File: src/rtl/wdg_pkg.sv
package wdg_pkg;
  localparam int CNT_W = 7;
  localparam logic [CNT_W-1:0] CNT_RST = 7'h7F;

  // last prescaler count before a counter step: 2^sh - 1
  function automatic logic [31:0] last_count(input logic [7:0] sh);
    return (32'd1 << sh) - 32'd1;
  endfunction

  // a refresh is premature while the counter is still above the window
  function automatic logic too_early(input logic [CNT_W-1:0] cnt,
                                     input logic [CNT_W-1:0] win);
    return cnt > win;
  endfunction
endpackage

File: src/rtl/wdg_prescaler.sv
module wdg_prescaler #(
  parameter int FIX_LOG2 = 12,
  parameter int TB_W     = 3
) (
  input  logic            clk,
  input  logic            rst_n,
  input  logic            run,
  input  logic            restart,
  input  logic [TB_W-1:0] tb_sel,
  output logic            tick
);
  localparam int PRE_W = FIX_LOG2 + (1 << TB_W) - 1;

  logic [PRE_W-1:0] pre_q;
  logic [31:0]      last;

  assign last = wdg_pkg::last_count(8'(FIX_LOG2) + 8'(tb_sel));
  assign tick = run && ({{(32-PRE_W){1'b0}}, pre_q} == last);

  always_ff @(posedge clk or negedge rst_n) begin
    if (!rst_n)                       pre_q <= '0;
    else if (restart || !run || tick) pre_q <= '0;
    else                              pre_q <= pre_q + 1'b1;
  end


  prescaler_restart_chk: assert property (@(posedge clk) disable iff (!rst_n)
    restart |=> (pre_q == '0));
endmodule

File: src/rtl/wdg_counter.sv
module wdg_counter (
  input  logic       clk,
  input  logic       rst_n,
  input  logic       wr_en,
  input  logic [7:0] wr_data,
  input  logic       tick,
  input  logic       trip,
  output logic [6:0] cnt_q,
  output logic       active_q
);
  always_ff @(posedge clk or negedge rst_n) begin
    if (!rst_n) begin
      cnt_q    <= wdg_pkg::CNT_RST;
      active_q <= 1'b0;
    end else if (trip) begin
      cnt_q    <= wdg_pkg::CNT_RST;
      active_q <= 1'b0;
    end else if (wr_en) begin
      cnt_q    <= wr_data[6:0];
      active_q <= active_q | wr_data[7];
    end else if (tick) begin
      cnt_q    <= cnt_q - 7'd1;
    end
  end


  defaults_after_trip_chk: assert property (@(posedge clk) disable iff (!rst_n)
    trip |=> (cnt_q == 7'h7F) && !active_q);

  enable_sticky_chk: assert property (@(posedge clk) disable iff (!rst_n)
    (active_q && !trip) |=> active_q);

  single_step_chk: assert property (@(posedge clk) disable iff (!rst_n)
    (tick && !wr_en && !trip) |=> (cnt_q == $past(cnt_q) - 7'd1));

  idle_hold_chk: assert property (@(posedge clk) disable iff (!rst_n)
    (!active_q && !wr_en) |=> $stable(cnt_q));
endmodule

File: src/rtl/wdg_trip.sv
module wdg_trip (
  input  logic       clk,
  input  logic       rst_n,
  input  logic       active,
  input  logic [6:0] cnt,
  input  logic       wr_en,
  input  logic [6:0] win_val,
  output logic       trip,
  output logic       rst_pulse_q
);
  logic early_hit;
  logic bit6_low;

  assign early_hit = wr_en && active && wdg_pkg::too_early(cnt, win_val);
  assign bit6_low  = active && !cnt[6];
  assign trip      = early_hit || bit6_low;

  always_ff @(posedge clk or negedge rst_n) begin
    if (!rst_n) rst_pulse_q <= 1'b0;
    else        rst_pulse_q <= trip;
  end


  single_pulse_chk: assert property (@(posedge clk) disable iff (!rst_n)
    rst_pulse_q |=> !rst_pulse_q);

  bit6_fall_chk: assert property (@(posedge clk) disable iff (!rst_n)
    (active && $fell(cnt[6])) |=> rst_pulse_q);

  early_refresh_chk: assert property (@(posedge clk) disable iff (!rst_n)
    (wr_en && active && (cnt > win_val)) |=> rst_pulse_q);

  quiet_when_idle_chk: assert property (@(posedge clk) disable iff (!rst_n)
    !active |=> !rst_pulse_q);
endmodule

File: src/rtl/wdg_window_timer.sv
module wdg_window_timer #(
  parameter int FIX_LOG2 = 12,
  parameter int TB_W     = 3
) (
  input  logic            clk,
  input  logic            rst_n,
  input  logic            wr_en,
  input  logic [7:0]      wr_data,
  input  logic [6:0]      win_val,
  input  logic [TB_W-1:0] tb_sel,
  output logic            wdg_rst,
  output logic [6:0]      cnt_q
);
  logic tick;
  logic trip;
  logic active;

  wdg_prescaler #(.FIX_LOG2(FIX_LOG2), .TB_W(TB_W)) u_pre (
    .clk(clk), .rst_n(rst_n), .run(active), .restart(wr_en || trip),
    .tb_sel(tb_sel), .tick(tick));

  wdg_counter u_cnt (
    .clk(clk), .rst_n(rst_n), .wr_en(wr_en), .wr_data(wr_data),
    .tick(tick), .trip(trip), .cnt_q(cnt_q), .active_q(active));

  wdg_trip u_trip (
    .clk(clk), .rst_n(rst_n), .active(active), .cnt(cnt_q),
    .wr_en(wr_en), .win_val(win_val), .trip(trip), .rst_pulse_q(wdg_rst));


  reset_quiet_chk: assert property (@(posedge clk)
    !rst_n |=> (!wdg_rst || !rst_n));
endmodule

File: config.mk
export PLATFORM = sky130hd
export DESIGN_NAME = wdg_window_timer
export DESIGN_NICKNAME = d
export VERILOG_FILES = /design/src/rtl/wdg_pkg.sv /design/src/rtl/wdg_prescaler.sv /design/src/rtl/wdg_counter.sv /design/src/rtl/wdg_trip.sv /design/src/rtl/wdg_window_timer.sv
export SDC_FILE = /design/constraint.sdc
export NUM_CORES = 1
export LEC_CHECK = 0
export BUFFER_PORTS_ARGS = -buffer_cell sky130_fd_sc_hd__buf_2
export CAP_MARGIN = 20
export CORE_ASPECT_RATIO = 0.75
export CORE_MARGIN = 3
export CORE_UTILIZATION = 50
export CTS_CLUSTER_DIAMETER = 40
export DETAILED_ROUTE_END_ITERATION = 16
export PLACE_DENSITY = 0.79
export SLEW_MARGIN = 10
export SYNTH_ARGS = -nofsm -noshare
export SYNTH_HDL_FRONTEND = slang
export SYNTH_SLANG_ARGS = --single-unit
File: constraint.sdc
create_clock -name clk -period 2.5 [get_ports clk]
set_input_delay 0.375 -clock clk [delete_from_list [all_inputs] [get_ports clk]]
set_output_delay 0.375 -clock clk [all_outputs]
set_load 0.005 [all_outputs]
Word-level counts from Yosys, hierarchy flattened
Cells that the tools add are included.
{ "op_classes": {"n_addsub": 4, "n_lt_le_gt_ge": 1, "n_eq_ne": 1, "shifts": 1, "n_mux": 6, "bitwise_logic": 1, "n_reduce_logical": 12} }
{ "op_table": {"columns": ["cell", "count"], "rows": [
  ["19-bit by 32-bit == test with 1-bit output", 1],
  ["1-bit by 8-bit left shift with 32-bit output (first input constant)", 1],
  ["32-bit by 1-bit subtractor with 32-bit output (second input constant)", 1],
  ["7-bit 2-to-1 mux", 3],
  ["19-bit by 1-bit adder with 19-bit output (second input constant)", 1],
  ["19-bit 2-to-1 mux", 1],
  ["7-bit greater-than comparator", 1],
  ["7-bit by 1-bit subtractor with 7-bit output (second input constant)", 1],
  ["4-bit by 3-bit adder with 5-bit output (first input constant)", 1],
  ["1-bit logical AND", 4],
  ["1-bit logical OR", 4],
  ["3-bit nonzero test", 1],
  ["1-bit zero test", 2],
  ["1-bit 2-to-1 mux", 2],
  ["2-bit nonzero test", 1],
  ["1-bit bitwise OR", 1]
]} }
{ "totals": {"ff_bits": 28, "in_bits": 21, "out_inout_bits": 8, "wordCells": 30} }

Depth between registers and ports, before layout
{ "depth": {"depth_word": 8, "mapped_depth": 9, "ltp_nobuf": 8} }

Cells and area by module
A second synthesis with hierarchy kept.
{ "hier_totals": {"hier_cells": 197, "area_unflattened_um2": 1993.2} }
{ "by_module_without_submodules": {"columns": ["module", "n_inst", "cells_each", "area_each_um2", "seq_area_each_um2"], "rows": [
  ["wdg_prescaler", 1, 121, 1243.7, 475.5],
  ["wdg_counter", 1, 49, 518.0, 209.0],
  ["wdg_trip", 1, 26, 225.2, 25.0],
  ["wdg_window_timer", 1, 1, 6.3, 0.0]
]} }

Worst setup path after synthesis
OpenSTA, ideal clock, no wires.
{ "synth_timing": {"path_kind": "reg2reg", "from": "register u_cnt.cnt_q[0]", "to": "register u_cnt.cnt_q[4]", "t_arrival_ns": 2.178, "required_ns": 2.411, "path_slack_ns": 0.233, "stages_incl_launch_ff": 10, "path_buffers": 1, "path_cell_list": "dfstp_2 inv_1 ha_1 nand3b_1 a21oi_1 nor3_1 a211oi_1 buf_2 nor3_1 a211oi_1"} }
{ "synth_via": {"elab_chain_len": 4} }
{ "synth_lines": {"columns": ["item", "line_no", "text"], "rows": [
  ["start, declared", "wdg_counter.sv:8", "output logic [6:0] cnt_q,"],
  ["start signal, assigned", "wdg_counter.sv:13", "cnt_q <= wdg_pkg::CNT_RST;"],
  ["start signal, assigned", "wdg_counter.sv:16", "cnt_q <= wdg_pkg::CNT_RST;"],
  ["start signal, assigned", "wdg_counter.sv:19", "cnt_q <= wr_data[6:0];"],
  ["7-bit greater-than comparator (*)", "wdg_pkg.sv:13", "return cnt > win;"],
  ["1-bit logical AND (*)", "wdg_trip.sv:14", "assign early_hit = wr_en && active && wdg_pkg::too_early(cnt, win_val);"],
  ["1-bit logical OR (*)", "wdg_trip.sv:16", "assign trip = early_hit || bit6_low;"],
  ["via trip", "wdg_window_timer.sv:15", "logic trip;"],
  ["3-bit nonzero test (no line) / 7-bit 2-to-1 mux (equally long branches)", null, null]
]} }
The timed path passes the listed nets; every way through them passes the cells marked *. The select of a mux whose other input is x is not followed.
A chain may end at the register's enable or synchronous reset.

Worst setup path after layout
{ "layout_timing": {"from": "register u_cnt.cnt_q[0]", "to": "register u_cnt.cnt_q[5]"} }
{ "layout_via": {"elab_chain_len": 4} }
{ "layout_lines": {"columns": ["item", "line_no"], "rows": [
  ["7-bit by 1-bit subtractor with 7-bit output / 7-bit greater-than comparator (equally long branches)", "wdg_counter.sv:22, wdg_pkg.sv:13"],
  ["7-bit 2-to-1 mux / 1-bit logical AND (equally long branches)", "wdg_counter.sv:21, wdg_trip.sv:14"],
  ["7-bit 2-to-1 mux / 1-bit logical OR (equally long branches)", "wdg_counter.sv:18, wdg_trip.sv:16"],
  ["7-bit 2-to-1 mux / 3-bit nonzero test (equally long branches)", null]
]} }
Parallel ways exist; a longest one is shown, timed or not. The select of a mux whose other input is x is not followed.

==> flow_metrics.tcl <==
set metrics [dict create \
    run_status "completed" \
    final_util_pct 60.8 \
    die_height_um 59.3 \
    netlist.area_leader.share_pct 27.7 \
    grt_pass1_vias 1332 \
    std_cell_rows 18 \
    synth_top_family_by_area "simple AND/OR/NAND/NOR gates" \
    synth_compound_area_share_pct 10.8 \
    timing.reg2reg.worst_path_depth 9 \
    path_depth 9 \
    num-nets-final 259 \
    start_kind "register" \
    number_of_flops_mapped_to_enable_cells_by_yosys 0 \
    cts_inserted_buffers 3 \
    cp_slowest_stage_delay_ps 560 \
    synthXorXnorAreaFrac_pct 9.24 \
    preCtsSetupSlack_ps 287 \
    antenna_cells 0 \
    cellPowerDensity_nw_per_um2 643 \
    drv_slew 0 \
    post_cts_buffers 0 \
    worstSkewPairLatency_ps 270 \
    timing_worst_slew_pin_value_ps 605 \
    yosys-mux-area-fraction_pct 0 \
    setup.reg_to_reg.worst_slack_ps 220 \
    tns_ps 0 \
    cts.root.buffer_cell "sky130_fd_sc_hd__clkbuf_8" \
    worst-setup-path-type "register to register" \
    yosys.area_share.adder_pct 6.60 \
    die_x_um 77.1 \
    antenna_violations_before_repair 0 \
    min_path_type "primary input to asynchronous set/reset pin" \
    critPathRequiredTime_ps 2690 \
    finalInstanceArea_um2 2110 \
    grt-ovfl-total 0 \
    htree_levels 1 \
    viasPerCell 5.46 \
    first_pass_grt_wire_length_um 6080 \
    unrepaired_setup_endpoints_after_global_routing "no" \
    finalCritPeriodShare_pct 91.3 \
    gr-usage-all-layers_pct 16.6 \
    cts_max_path_buffers 2 \
    full_die_area_um2 4570 \
    clk_pin_slew_ps 90 \
    area_delta_synth_final_pct 11.3 \
    synth_top_area_cell "sky130_fd_sc_hd__dfrtp_1" \
    slew_headroom_pct 59.7 \
    synth_simple_gate_area_share_pct 29.3 \
    yosysWarnings 0 \
    synth-seq-area-share_pct 37.4 \
    synth_async_sr_flop_share_pct 100 \
    via_count 1512 \
    timing.rr.end "u_cnt.cnt_q[5]" \
    yosys_register_bits 28 \
    clkSinkCount 28 \
    tritoncts "done" \
    cts_hold_repair.buffers 0 \
    timing.final.ws_setup_ps 217 \
    netlist_area_um2 1900 \
    most_area_consuming_cells_after_synthesis "sky130_fd_sc_hd__dfrtp_1, sky130_fd_sc_hd__dfstp_2, sky130_fd_sc_hd__ha_1" \
    port_buffers 28 \
    worst-path-buf-inv 2 \
    p_leak_nw 0.918 \
    max_freq_mhz 438 \
    initial_standard_cell_utilization_of_the_core_pct 54.7 \
    timing.max_cap.violations 0 \
    final.min_clock_period_ps 2280 \
    hold_viol 0 \
    regToRegStartpoint "u_cnt.cnt_q[0]" \
    detail_route.wl_per_cell_um 13.3 \
    clock-skew-final_ps 2.07 \
    grt_start_max_net_pins 29 \
    maximum_fanout_encountered_on_the_critical_timing_path 8 \
    worst_ep_arrival_time_ps 2470 \
    hpwlAfterDp_um 2860 \
    drive_above_1_share_pct 25.1 \
    post_cts_resize_count 0 \
    drt_pre_antenna_iters 4 \
    worst_setup_path_end_kind "register" \
    final_antenna_net_count 0 \
    yosys.cell_types.count 41 \
    crit_chain "inv_1, ha_1, nand3b_1, a21oi_1, nor3_1, a211oi_2, buf_4, nor3b_1, a211oi_1" \
    critical_path.slowest_cell "sky130_fd_sc_hd__dfstp_2" \
    drt_wl_total_um 3690 \
    synth_top_flop_cell "sky130_fd_sc_hd__dfrtp_1" \
    critical-path-top-delay-family "compound AO/OA/AOI/OAI gates" \
    top_level_ports 29 \
    drt-initial-drc-count 88 \
    place_area_um2 2060 \
    ir_drop_uv 464 \
    core_region_area_um2 3470 \
    synthesis.instances 200 \
    synth_fp_nets 231 \
    setup-violations-final 0 \
    synthesis.area_per_instance_um2 9.48 \
    remaining_drc_errors 0 \
    finalWeightedCongestion 0.867 \
]
-- through the flow --
| step | total power [mW] | hold WS (ps) | cells |
|---|---|---|---|
| after detailed placement | 1.12 | 426 | 273 |
| after floorplan | 0.942 | 79.4 | 200 |
| after global placement | 1.11 | 421 | 273 |
| after global routing | 1.45 | 141 | 277 |
| final | 1.36 | 102 | 277 |
| after CTS | 1.37 | 128 | 277 |
-- kinds of logic after synthesis --
group / after synthesis
adder cells (fa/ha/maj): 10
AND/OR/NAND/NOR: 92
buffers and inverters: 22
flip-flops: 28
XOR/XNOR: 20
AO/OA/AOI/OAI: 28
-- flip-flops by register name, summed over array words and instances (netlist names) --
name and count:
u_cnt.active_q 1, u_cnt.cnt_q 7, u_pre.pre_q 19, u_trip.rst_pulse_q 1
-- layout by cell type, fill, tap and decap left out, types with 2 or more instances in the layout --
cell                        count
sky130_fd_sc_hd__buf_2         28
sky130_fd_sc_hd__dfrtp_1       21
sky130_fd_sc_hd__nor2_1        17
sky130_fd_sc_hd__nand2_1       12
sky130_fd_sc_hd__xor2_1        12
sky130_fd_sc_hd__inv_1         11
sky130_fd_sc_hd__ha_1          10
sky130_fd_sc_hd__nand3_1        8
sky130_fd_sc_hd__nor3_1         8
sky130_fd_sc_hd__xnor2_1        8
sky130_fd_sc_hd__nor2_4         8
sky130_fd_sc_hd__a21oi_1        7
sky130_fd_sc_hd__dfstp_2        7
sky130_fd_sc_hd__and3_1         6
sky130_fd_sc_hd__nor3b_1        6
sky130_fd_sc_hd__buf_4          6
sky130_fd_sc_hd__a211oi_1       5
sky130_fd_sc_hd__nand4_1        4
sky130_fd_sc_hd__o21ai_0        4
sky130_fd_sc_hd__and4_1         4
sky130_fd_sc_hd__nor2b_1        4
sky130_fd_sc_hd__and2_1         3
sky130_fd_sc_hd__and4b_1        3
sky130_fd_sc_hd__clkbuf_8       3
sky130_fd_sc_hd__a211oi_2       2
sky130_fd_sc_hd__nand2b_1       2
sky130_fd_sc_hd__nor4_1         2
sky130_fd_sc_hd__nor2_2         2
sky130_fd_sc_hd__a2111oi_0      2
-- per-layer routing --
metal	vias to the layer above	GRT usage [%]	part of all wire [%]
met3	5	3.65	4.3
met2	31	25.2	43
met4	0	2.28	0.43
met1	715	25.0	52
met5	-	0	0
li1	761	-	-
-- cell usage after synthesis, types with 6 or more instances --
| library cell | count |
|---|---|
| sky130_fd_sc_hd__dfrtp_1 | 21 |
| sky130_fd_sc_hd__nor2_1 | 17 |
| sky130_fd_sc_hd__nand2_1 | 12 |
| sky130_fd_sc_hd__xor2_1 | 12 |
| sky130_fd_sc_hd__inv_1 | 11 |
| sky130_fd_sc_hd__ha_1 | 10 |
| sky130_fd_sc_hd__nand3_1 | 8 |
| sky130_fd_sc_hd__nor2_4 | 8 |
| sky130_fd_sc_hd__nor3_1 | 8 |
| sky130_fd_sc_hd__xnor2_1 | 8 |
| sky130_fd_sc_hd__a21oi_1 | 7 |
| sky130_fd_sc_hd__dfstp_2 | 7 |
| sky130_fd_sc_hd__a211oi_1 | 6 |
| sky130_fd_sc_hd__and3_1 | 6 |
| sky130_fd_sc_hd__nor3b_1 | 6 |
-- where the power goes --
part	leakage [nW]	switching (mW)	total (mW)	internal [mW]
clock	0.0228	0.130	0.244	0.114
combinational	0.532	0.279	0.494	0.215
sequential	0.364	0.0697	0.618	0.549
-- worst max path at each step --
stage                         from        endpoint  slack, ps
finish              u_cnt.cnt_q[0]  u_cnt.cnt_q[5]        220
global route        u_cnt.cnt_q[0]  u_cnt.cnt_q[5]         60
CTS                 u_cnt.cnt_q[0]  u_cnt.cnt_q[5]        260
detailed placement  u_cnt.cnt_q[0]  u_cnt.cnt_q[5]        290
global placement    u_cnt.cnt_q[0]  u_cnt.cnt_q[5]        340
floorplan           u_cnt.cnt_q[0]  u_cnt.cnt_q[4]        230
-- cell type report --
cell class	count	area (um^2)
clock buffers	4	45.0
fillers	321	1360
inverters	11	41.3
multi-input cells	150	1070
flip-flops and latches	28	709
well taps	50	62.6
repair buffers	34	185
(Power assumes the default switching activity.)
